--- src/rtl/tpre_pkg.sv ---
package tpre_pkg;

  typedef enum logic [1:0] {
    SRC_HALF = 2'b00,
    SRC_PIN0 = 2'b01,
    SRC_PIN1 = 2'b10,
    SRC_PIN2 = 2'b11
  } src_sel_e;

endpackage

--- src/rtl/tpre_edge_sync.sv ---
module tpre_edge_sync #(
  parameter int NPIN   = 3,
  parameter int STAGES = 2
) (
  input  logic            clk,
  input  logic            rst_n,
  input  logic [NPIN-1:0] pin_i,
  output logic [NPIN-1:0] rise_o
);
  localparam int DEPTH = STAGES + 1;

  for (genvar p = 0; p < NPIN; p++) begin : g_pin
    logic [DEPTH-1:0] shf_q;
    logic [DEPTH-1:0] shf_d;

    always_comb begin
      shf_d = {shf_q[DEPTH-2:0], pin_i[p]};
    end

    always_ff @(posedge clk or negedge rst_n) begin
      if (!rst_n) shf_q <= '0;
      else        shf_q <= shf_d;
    end

    assign rise_o[p] = shf_q[DEPTH-2] & ~shf_q[DEPTH-1];
  end

endmodule

--- src/rtl/tpre_src_sel.sv ---
module tpre_src_sel #(
  parameter int NPIN  = 3,
  parameter int SEL_W = 2
) (
  input  logic             clk,
  input  logic             rst_n,
  input  logic [SEL_W-1:0] sel_i,
  input  logic [NPIN-1:0]  rise_i,
  output logic             ev_o
);
  logic half_q;
  logic half_d;

  always_comb begin
    half_d = ~half_q;
  end

  always_ff @(posedge clk or negedge rst_n) begin
    if (!rst_n) half_q <= 1'b0;
    else        half_q <= half_d;
  end

  always_comb begin
    ev_o = 1'b0;
    if (sel_i == '0) begin
      ev_o = half_q;
    end else begin
      for (int i = 0; i < NPIN; i++) begin
        if (int'(sel_i) == i + 1) ev_o = rise_i[i];
      end
    end
  end

endmodule

--- src/rtl/tpre_divider.sv ---
module tpre_divider #(
  parameter int CNT_W = 14
) (
  input  logic             clk,
  input  logic             rst_n,
  input  logic             ld_i,
  input  logic [CNT_W-1:0] ld_val_i,
  input  logic             ev_i,
  output logic [CNT_W-1:0] cnt_o,
  output logic             tick_o
);
  logic [CNT_W-1:0] cnt_q, cnt_d;
  logic             tick_q, tick_d;
  logic             at_zero;

  assign at_zero = (cnt_q == '0);

  always_comb begin
    cnt_d  = cnt_q;
    tick_d = 1'b0;
    if (ld_i) begin
      cnt_d = ld_val_i;
    end else if (ev_i) begin
      if (at_zero) begin
        cnt_d  = ld_val_i;
        tick_d = 1'b1;
      end else begin
        cnt_d = cnt_q - 1'b1;
      end
    end
  end

  always_ff @(posedge clk or negedge rst_n) begin
    if (!rst_n) begin
      cnt_q  <= '0;
      tick_q <= 1'b0;
    end else begin
      cnt_q  <= cnt_d;
      tick_q <= tick_d;
    end
  end

  assign cnt_o  = cnt_q;
  assign tick_o = tick_q;

endmodule

--- src/rtl/tmr_prescaler.sv ---
module tmr_prescaler #(
  parameter int REG_W  = 16,
  parameter int CNT_W  = 14,
  parameter int NPIN   = 3,
  parameter int STAGES = 2
) (
  input  logic             clk,
  input  logic             rst_n,
  input  logic             cfg_wr,
  input  logic [REG_W-1:0] cfg_wdata,
  input  logic [NPIN-1:0]  pin_i,
  output logic [REG_W-1:0] load_o,
  output logic [REG_W-1:0] cnt_o,
  output logic             tick_o
);
  import tpre_pkg::*;

  localparam int SEL_W = REG_W - CNT_W;

  logic [1:0]       rst_sync_q;
  logic             rst_int_n;
  logic [REG_W-1:0] load_q, load_d;
  logic [NPIN-1:0]  rise;
  logic             ev;
  logic [CNT_W-1:0] cnt;
  logic [CNT_W-1:0] ld_val;
  logic [SEL_W-1:0] sel;

  always_ff @(posedge clk or negedge rst_n) begin
    if (!rst_n) rst_sync_q <= 2'b00;
    else        rst_sync_q <= {rst_sync_q[0], 1'b1};
  end
  assign rst_int_n = rst_sync_q[1];

  always_comb begin
    load_d = load_q;
    if (cfg_wr) load_d = cfg_wdata;
  end

  always_ff @(posedge clk or negedge rst_int_n) begin
    if (!rst_int_n) load_q <= '0;
    else            load_q <= load_d;
  end

  assign sel    = load_q[REG_W-1:CNT_W];
  assign ld_val = cfg_wr ? cfg_wdata[CNT_W-1:0] : load_q[CNT_W-1:0];

  tpre_edge_sync #(.NPIN(NPIN), .STAGES(STAGES)) u_sync (
    .clk   (clk),
    .rst_n (rst_int_n),
    .pin_i (pin_i),
    .rise_o(rise)
  );

  tpre_src_sel #(.NPIN(NPIN), .SEL_W(SEL_W)) u_sel (
    .clk   (clk),
    .rst_n (rst_int_n),
    .sel_i (sel),
    .rise_i(rise),
    .ev_o  (ev)
  );

  tpre_divider #(.CNT_W(CNT_W)) u_div (
    .clk     (clk),
    .rst_n   (rst_int_n),
    .ld_i    (cfg_wr),
    .ld_val_i(ld_val),
    .ev_i    (ev),
    .cnt_o   (cnt),
    .tick_o  (tick_o)
  );

  assign load_o = load_q;
  assign cnt_o  = {{SEL_W{1'b0}}, cnt};

endmodule

--- config.mk ---
export PLATFORM = sky130hd
export DESIGN_NAME = tmr_prescaler
export DESIGN_NICKNAME = d
export VERILOG_FILES = /design/src/rtl/tpre_pkg.sv /design/src/rtl/tpre_edge_sync.sv /design/src/rtl/tpre_src_sel.sv /design/src/rtl/tpre_divider.sv /design/src/rtl/tmr_prescaler.sv
export SDC_FILE = /design/constraint.sdc
export NUM_CORES = 1
export LEC_CHECK = 0
export ABC_CLOCK_PERIOD_IN_PS = 1710
export BUFFER_PORTS_ARGS = -buffer_cell sky130_fd_sc_hd__buf_2
export CORE_MARGIN = 10
export CORE_UTILIZATION = 49
export CTS_BUF_LIST = sky130_fd_sc_hd__clkbuf_4
export DETAILED_ROUTE_END_ITERATION = 7
export PLACE_DENSITY = 0.75
export RECOVER_POWER = 25
export SYNTH_ARGS = -nofsm -noshare
export SYNTH_HDL_FRONTEND = slang
export SYNTH_SLANG_ARGS = --single-unit
--- constraint.sdc ---
create_clock -name clk -period 1.71 [get_ports clk]
set_input_delay 0.513 -clock clk [delete_from_list [all_inputs] [get_ports clk]]
set_output_delay 0.513 -clock clk [all_outputs]
set_load 0.005 [all_outputs]
==> results of run 1 <==
[final cells by class]
cell class,instances,area share [%]
inverters,14,1.68
multi-input cells,131,35.2
repair buffers,111,23.8
flip-flops and latches,43,34.6
clock inverters,3,1.52
clock buffers,5,1.20
well taps,50,2.00
[final timing paths]
check                                from                       end  depth (start not counted)
min in group asynchronous   rst_sync_q[1]            u_div.cnt_o[6]                          1
min                              pin_i[0]  u_sync.g_pin[0].shf_q[0]                          1
max reg2reg                u_div.cnt_o[1]            u_div.cnt_o[7]                          6
max                        u_div.cnt_o[1]            u_div.cnt_o[7]                          6
max in group asynchronous   rst_sync_q[1]            u_div.cnt_o[5]                          1
min reg2reg                 rst_sync_q[1]            u_div.cnt_o[6]                          1
[power breakdown]
group,total (mW),internal [mW],switching [mW]
logic,0.687,0.368,0.318
clock network,0.667,0.315,0.352
registers,1.20,1.11,0.0900
[synthesized netlist by cell type (2+ instances only)]
master	number	area, sq um
a211oi_1	3	22.5
a21oi_1	12	60.1
buf_4	2	15.0
clkbuf_1	7	26.3
conb_1	2	7.51
dfrtp_1	43	1080
inv_1	14	52.6
mux2_2	11	124
mux4_2	2	45.0
nand2_1	13	48.8
nand2b_1	7	43.8
nand3_1	4	20.0
nand4_1	4	25.0
nor2_1	14	52.6
nor2b_1	4	25.0
nor3_1	5	25.0
nor4_1	2	12.5
o2111ai_1	2	17.5
o21ai_0	10	50.1
o22a_1	2	17.5
o2bb2ai_1	2	17.5
o31ai_1	2	15.0
or4_1	3	22.5
or4_4	2	22.5
[critical path, delay by kind of cell, from the launching register on]
family | cells | cell delay, ps
simple gates | 2 | 940
buf+inv | 1 | 90
flops | 1 | 420
compound gates | 2 | 200
fa+ha+maj | 1 | 140
[cells by family after synthesis]
logic type | count (synthesis)
AO/OA/AOI/OAI | 49
XOR/XNOR | 1
adder cells (fa/ha/maj) | 1
buffers and inverters | 24
flip-flops | 43
multiplexers | 13
other | 2
AND/OR/NAND/NOR | 64
[stage by stage]
stage / setup slack [ps] / power [mW] / utilization (%) / hold slack [ps] / TNS (ps)
final: -220 / 2.55 / 77.1 / 244 / -1510
after global routing: -284 / 2.69 / 77.1 / 212 / -2730
after CTS: -182 / 2.45 / 71.2 / 217 / -1270
after detailed placement: -180 / 1.74 / 66.1 / 190 / -1490
after global placement: -123 / 1.73 / 66.1 / 192 / -707
after floorplan: -137 / 1.46 / - / 217 / -772
[layer usage]
metal / wire, um / global-route usage, %
met1: 2490 / 19.2
met2: 2910 / 25.0
met3: 542 / 6.02
met4: 100 / 5.39
met5: 0 / 0
[sequential cells by signal, summed over array words and instances, names as in the netlist]
signal	cells
u_sync.g_pin.shf_q	9
rst_sync_q	2
u_div.cnt_o	14
load_o	16
u_sel.half_q	1
u_div.tick_o	1
[what timing repair did]
item / in CTS / in global routing
setup endpoints to repair: 13 / 15
buffers inserted: 7 / 11
hold buffers: 1 / 0
resized for setup: 13 / 37
pin swaps: 14 / 12
hold endpoints to repair: 2 / 0
==> impl_metrics.toml, run 1 <==
[outcome]
status = "finished, violations left"
violations = "setup timing"

[clocking]
cts.sinks = 43
cts_tree = "yes"
clk_pin_slew_ps = 140
cts_buffers = 5
cts-root-buf = "clkbuf_4"
cts_buffer_depth = 2
cts_htree_levels = 2
clock_latency_ps = 370

[power_and_ir_drop]
power.density_nw_per_um2 = 816
peakVddDrop_uv = 604
leakage_nw = 1.43

[logic_synthesis]
post_synth_num_cell_types = 49
ys_ff_latch = 43
synth.avg_cell_area_sq_um = 10.6
synthFlopType = "dfrtp_1"
yosys_warnings = 0
synth_seq_area_share_pct = 51.4
synth_compound_area_share_pct = 16.0
synth_top_family_by_area = "simple AND/OR/NAND/NOR gates"
synthesis.area_sq_um = 2090
synth_simple_gate_area_share_pct = 18.1
synth_cells = 197
synthMuxAreaShare_pct = 8.07
synth_edf_count = 0
synth_adder_area_share_pct = 0.598
async_reset_ff_share_pct = 100
synthXorXnorAreaFrac_pct = 0.419

[grt]
grt_max_degree = 39
grt_pass1_vias = 2001
grt_util_all_layers_pct = 15.8
antenna_found_initial = 0
grt-ovfl-total = 0
grt_pass1_wl_um = 9500

[sta]
finalHoldViolCount = 0
slew_headroom_pct = 56.8
rsz0062_at_grt = "yes"
clock.fmax_ghz = 0.518
fin_crit_ps = 1930
worst_pin_slew_ps = 649
post-route-period-util_pct = 113
fin_ws_ps = -220
finalSetupViolCount = 14
drv_slew = 0
clock_skew_ps = 14.8

[placement]
post_dp_cell_area_sq_um = 2680
io_buffer_count = 52
dp.cells = 330
dp_hpwl_um = 4250
gp_congestion = 0.892

[finish]
final_area_sq_um = 3130
n_fill_cell = 282
regArea_sq_um = 1080
drive_gt1_share_pct = 55.7
diodes = 0
multi_input_area_sq_um = 1100
final_common_cell = "buf_2"
final_cell_count_no_fill = 357
syn2layout_area_growth_pct = 49.5
fin_nets = 329
mostFrequentLayoutCells = "50 x buf_2, 47 x buf_4, 38 x dfrtp_1"

[floorplanning]
dieArea_sq_um = 7280
die_w_um = 85.3
start_util_pct = 51.6
die_h_um = 85.3
ios = 55
rows = 23
coreArea_sq_um = 4060

[critical_path]
ff2ff_setup_slack_ps = -220
cp_slowest_stage_delay_ps = 500
cp_max_fo = 3
cp.arrival_ps = 2160
slowest_stage = "or4b_4"
critPathLaunchType = "register"
worstSetupEndpointType = "register"
cp_data_required_time_ps = 1940
crit_path_cell_trace = "inv_2, ha_4, or4b_4, or4_4, a21oi_2, a221oi_1"
critPathKind = "register to register"

[drt]
wire_per_inst_um = 16.9
vias_per_cell = 5.52
drt_iter0_markers = 169
vias = 1969
firstDrtPassIters = 4
ant_nets = 0
finalWirelength_um = 6040
drc = 0

[flow_run]
cap_violations = 0

[worst_hold_path]
min_path_type = "input port to register"
Note: power is estimated with default switching activity, not from simulation.
==> run 2: changes to the inputs <==
==> constraint.sdc (replaced) <==
create_clock -name clk -period 1.71 [get_ports clk]
set_input_delay 0.513 -clock clk [delete_from_list [all_inputs] [get_ports clk]]
set_output_delay 0.513 -clock clk [all_outputs]
set_load 0.02 [all_outputs]
==> run 2 against run 1 <==
Against the previous run:
- the run still ends with setup timing left
- clock-buffer cell count is the same
- utilization grew 0.68 points
- hold slack lost 8.3 ps
- critical endpoint unchanged
- highest routed layer unchanged
==> impl_metrics.toml, run 2 (synthesis results as in run 1) <==
[critical_path]
critPathLaunchType = "register"
crit_path_cell_trace = "inv_2, ha_4, or4b_4, or4_4, a21oi_2, a221oi_1"
cp_max_fo = 3
path_delay_family = "simple AND/OR/NAND/NOR gates"
slowest_stage = "or4b_4"
critPathKind = "register to register"
cp_data_required_time_ps = 1960
cp_slowest_stage_delay_ps = 510
worstSetupEndpointType = "register"
worst-path-buf-inv = 1
cp.arrival_ps = 2190

[floorplanning]
ios = 55
start_util_pct = 51.6
die_h_um = 85.3
coreArea_sq_um = 4060
dieArea_sq_um = 7280
rows = 23
die_w_um = 85.3

[sta]
fin_crit_ps = 1940
fin_ws_ps = -230
drv_slew = 0
rsz0062_at_grt = "yes"
clock_skew_ps = 11.2
slew_headroom_pct = 37.4
finalSetupViolCount = 14
worst_pin_slew_ps = 939
clock.fmax_ghz = 0.515
finalHoldViolCount = 0
post-route-period-util_pct = 113

[placement]
dp_hpwl_um = 4330
gp_congestion = 0.919
post_dp_cell_area_sq_um = 2710
dp_slack_ps = -189
io_buffer_count = 52

[grt]
grt_pass1_vias = 1952
grt_util_all_layers_pct = 16.2
grt-ovfl-total = 0
grt_pass1_wl_um = 9700
grt_max_degree = 26
antenna_found_initial = 0

[power_and_ir_drop]
p_sw_uw = 894
internal_power_mw = 1.68
seq_power_share_pct = 46.9
switching_share_pct = 34.7
leakage_nw = 1.42
p_comb_share_pct = 32.3
power_frac_clock_pct = 20.8
power.density_nw_per_um2 = 816
peakVddDrop_uv = 658

[clocking]
cts_buffer_depth = 2
cts-root-buf = "clkbuf_4"
cts_tree = "yes"
clock_latency_ps = 370
clk_pin_slew_ps = 140
cts_buffers = 5
cts.sinks = 43
cts_htree_levels = 2

[finish]
mostFrequentLayoutCells = "48 x buf_2, 43 x buf_4, 37 x dfrtp_1"
drive_gt1_share_pct = 56.7
final_common_cell = "buf_2"
n_fill_cell = 277
largest_reg_flops = 16
syn2layout_area_growth_pct = 50.8
final_area_sq_um = 3150
diodes = 0
fin_nets = 327

[drt]
ant_nets = 0
vias = 1998
drt_iter0_markers = 150
drc = 0
wire_per_inst_um = 18.3
finalWirelength_um = 6490
vias_per_cell = 5.63
firstDrtPassIters = 4

[outcome]
violations = "setup timing"
status = "finished, violations left"

[flow_run]
cap_violations = 0

[worst_hold_path]
min_path_type = "input port to register"
-- run 2: cell types whose count changed in the layout (fill, tap and decap cells not counted), moves of 3 or more --
cell	previous run	this run
buf_4	47	43
buf_6	11	14
nor2_2	4	1
nor2_4	1	4
-- run 2: what timing repair did --
item / in CTS / in global routing
resized for setup: 19 / 42
pin swaps: 12 / 17
hold buffers: 1 / 0
buffers inserted: 5 / 10
hold endpoints to repair: 2 / 0
setup endpoints to repair: 13 / 17
-- run 2: power by group through the flow --
stage               combinational, mW  clock, mW  sequential, mW
floorplan                       0.232          0            1.32
global placement                0.628          0            1.20
detailed placement              0.636          0            1.21
CTS                             0.684      0.544            1.20
global route                    0.889      0.585            1.22
finish                          0.831      0.536            1.21
-- run 2: metrics by stage --
stage	TNS [ps]	power, mW	hold WS (ps)	util [%]	cells
floorplan	-1230	1.55	217	-	198
global placement	-761	1.83	243	66.8	332
detailed placement	-1260	1.85	251	66.8	332
CTS	-1280	2.42	223	71.4	346
global route	-3400	2.70	215	77.7	355
finish	-2220	2.57	236	77.7	355
-- run 2: worst paths after layout --
kind                                           from                  endpoint  slack [ps]  depth (start not counted)
setup / recovery                     u_div.cnt_o[1]            u_div.cnt_o[7]        -230                          6
hold / removal                             pin_i[0]  u_sync.g_pin[0].shf_q[0]         240                          1
hold reg to reg            u_sync.g_pin[0].shf_q[0]  u_sync.g_pin[0].shf_q[1]         370                          0
max in group asynchronous             rst_sync_q[1]                 load_o[7]         600                          1
min in group asynchronous             rst_sync_q[1]  u_sync.g_pin[2].shf_q[1]         400                          0
setup reg to reg                     u_div.cnt_o[1]            u_div.cnt_o[7]        -230                          6
-- run 2: area by class of cell --
| cell class | instances | area, sq um | share of cell area [%] |
|---|---|---|---|
| Clock inverter | 3 | 23.8 | 0.754 |
| Sequential cell | 43 | 1080 | 34.4 |
| Multi-Input combinational cell | 131 | 1120 | 35.7 |
| Timing Repair Buffer | 109 | 769 | 24.4 |
| Clock buffer | 5 | 37.5 | 1.19 |
| Inverter | 14 | 52.6 | 1.67 |
| Tap cell | 50 | 62.6 | 1.98 |
-- run 2: routing by layer --
metal / global-route usage [%] / part of all wire (%) / vias up
li1: - / - / 921
met2: 26.8 / 50 / 85
met4: 4.19 / 1.9 / 0
met3: 5.16 / 7.6 / 13
met5: 0 / 0 / -
met1: 19.8 / 40 / 979
-- run 2: worst register-to-register path, stage by stage, from the launching register on --
cell and delay [ps]:
dfrtp_2 440, inv_2 90, ha_4 150, or4b_4 510
or4_4 440, a21oi_2 140, a221oi_1 60
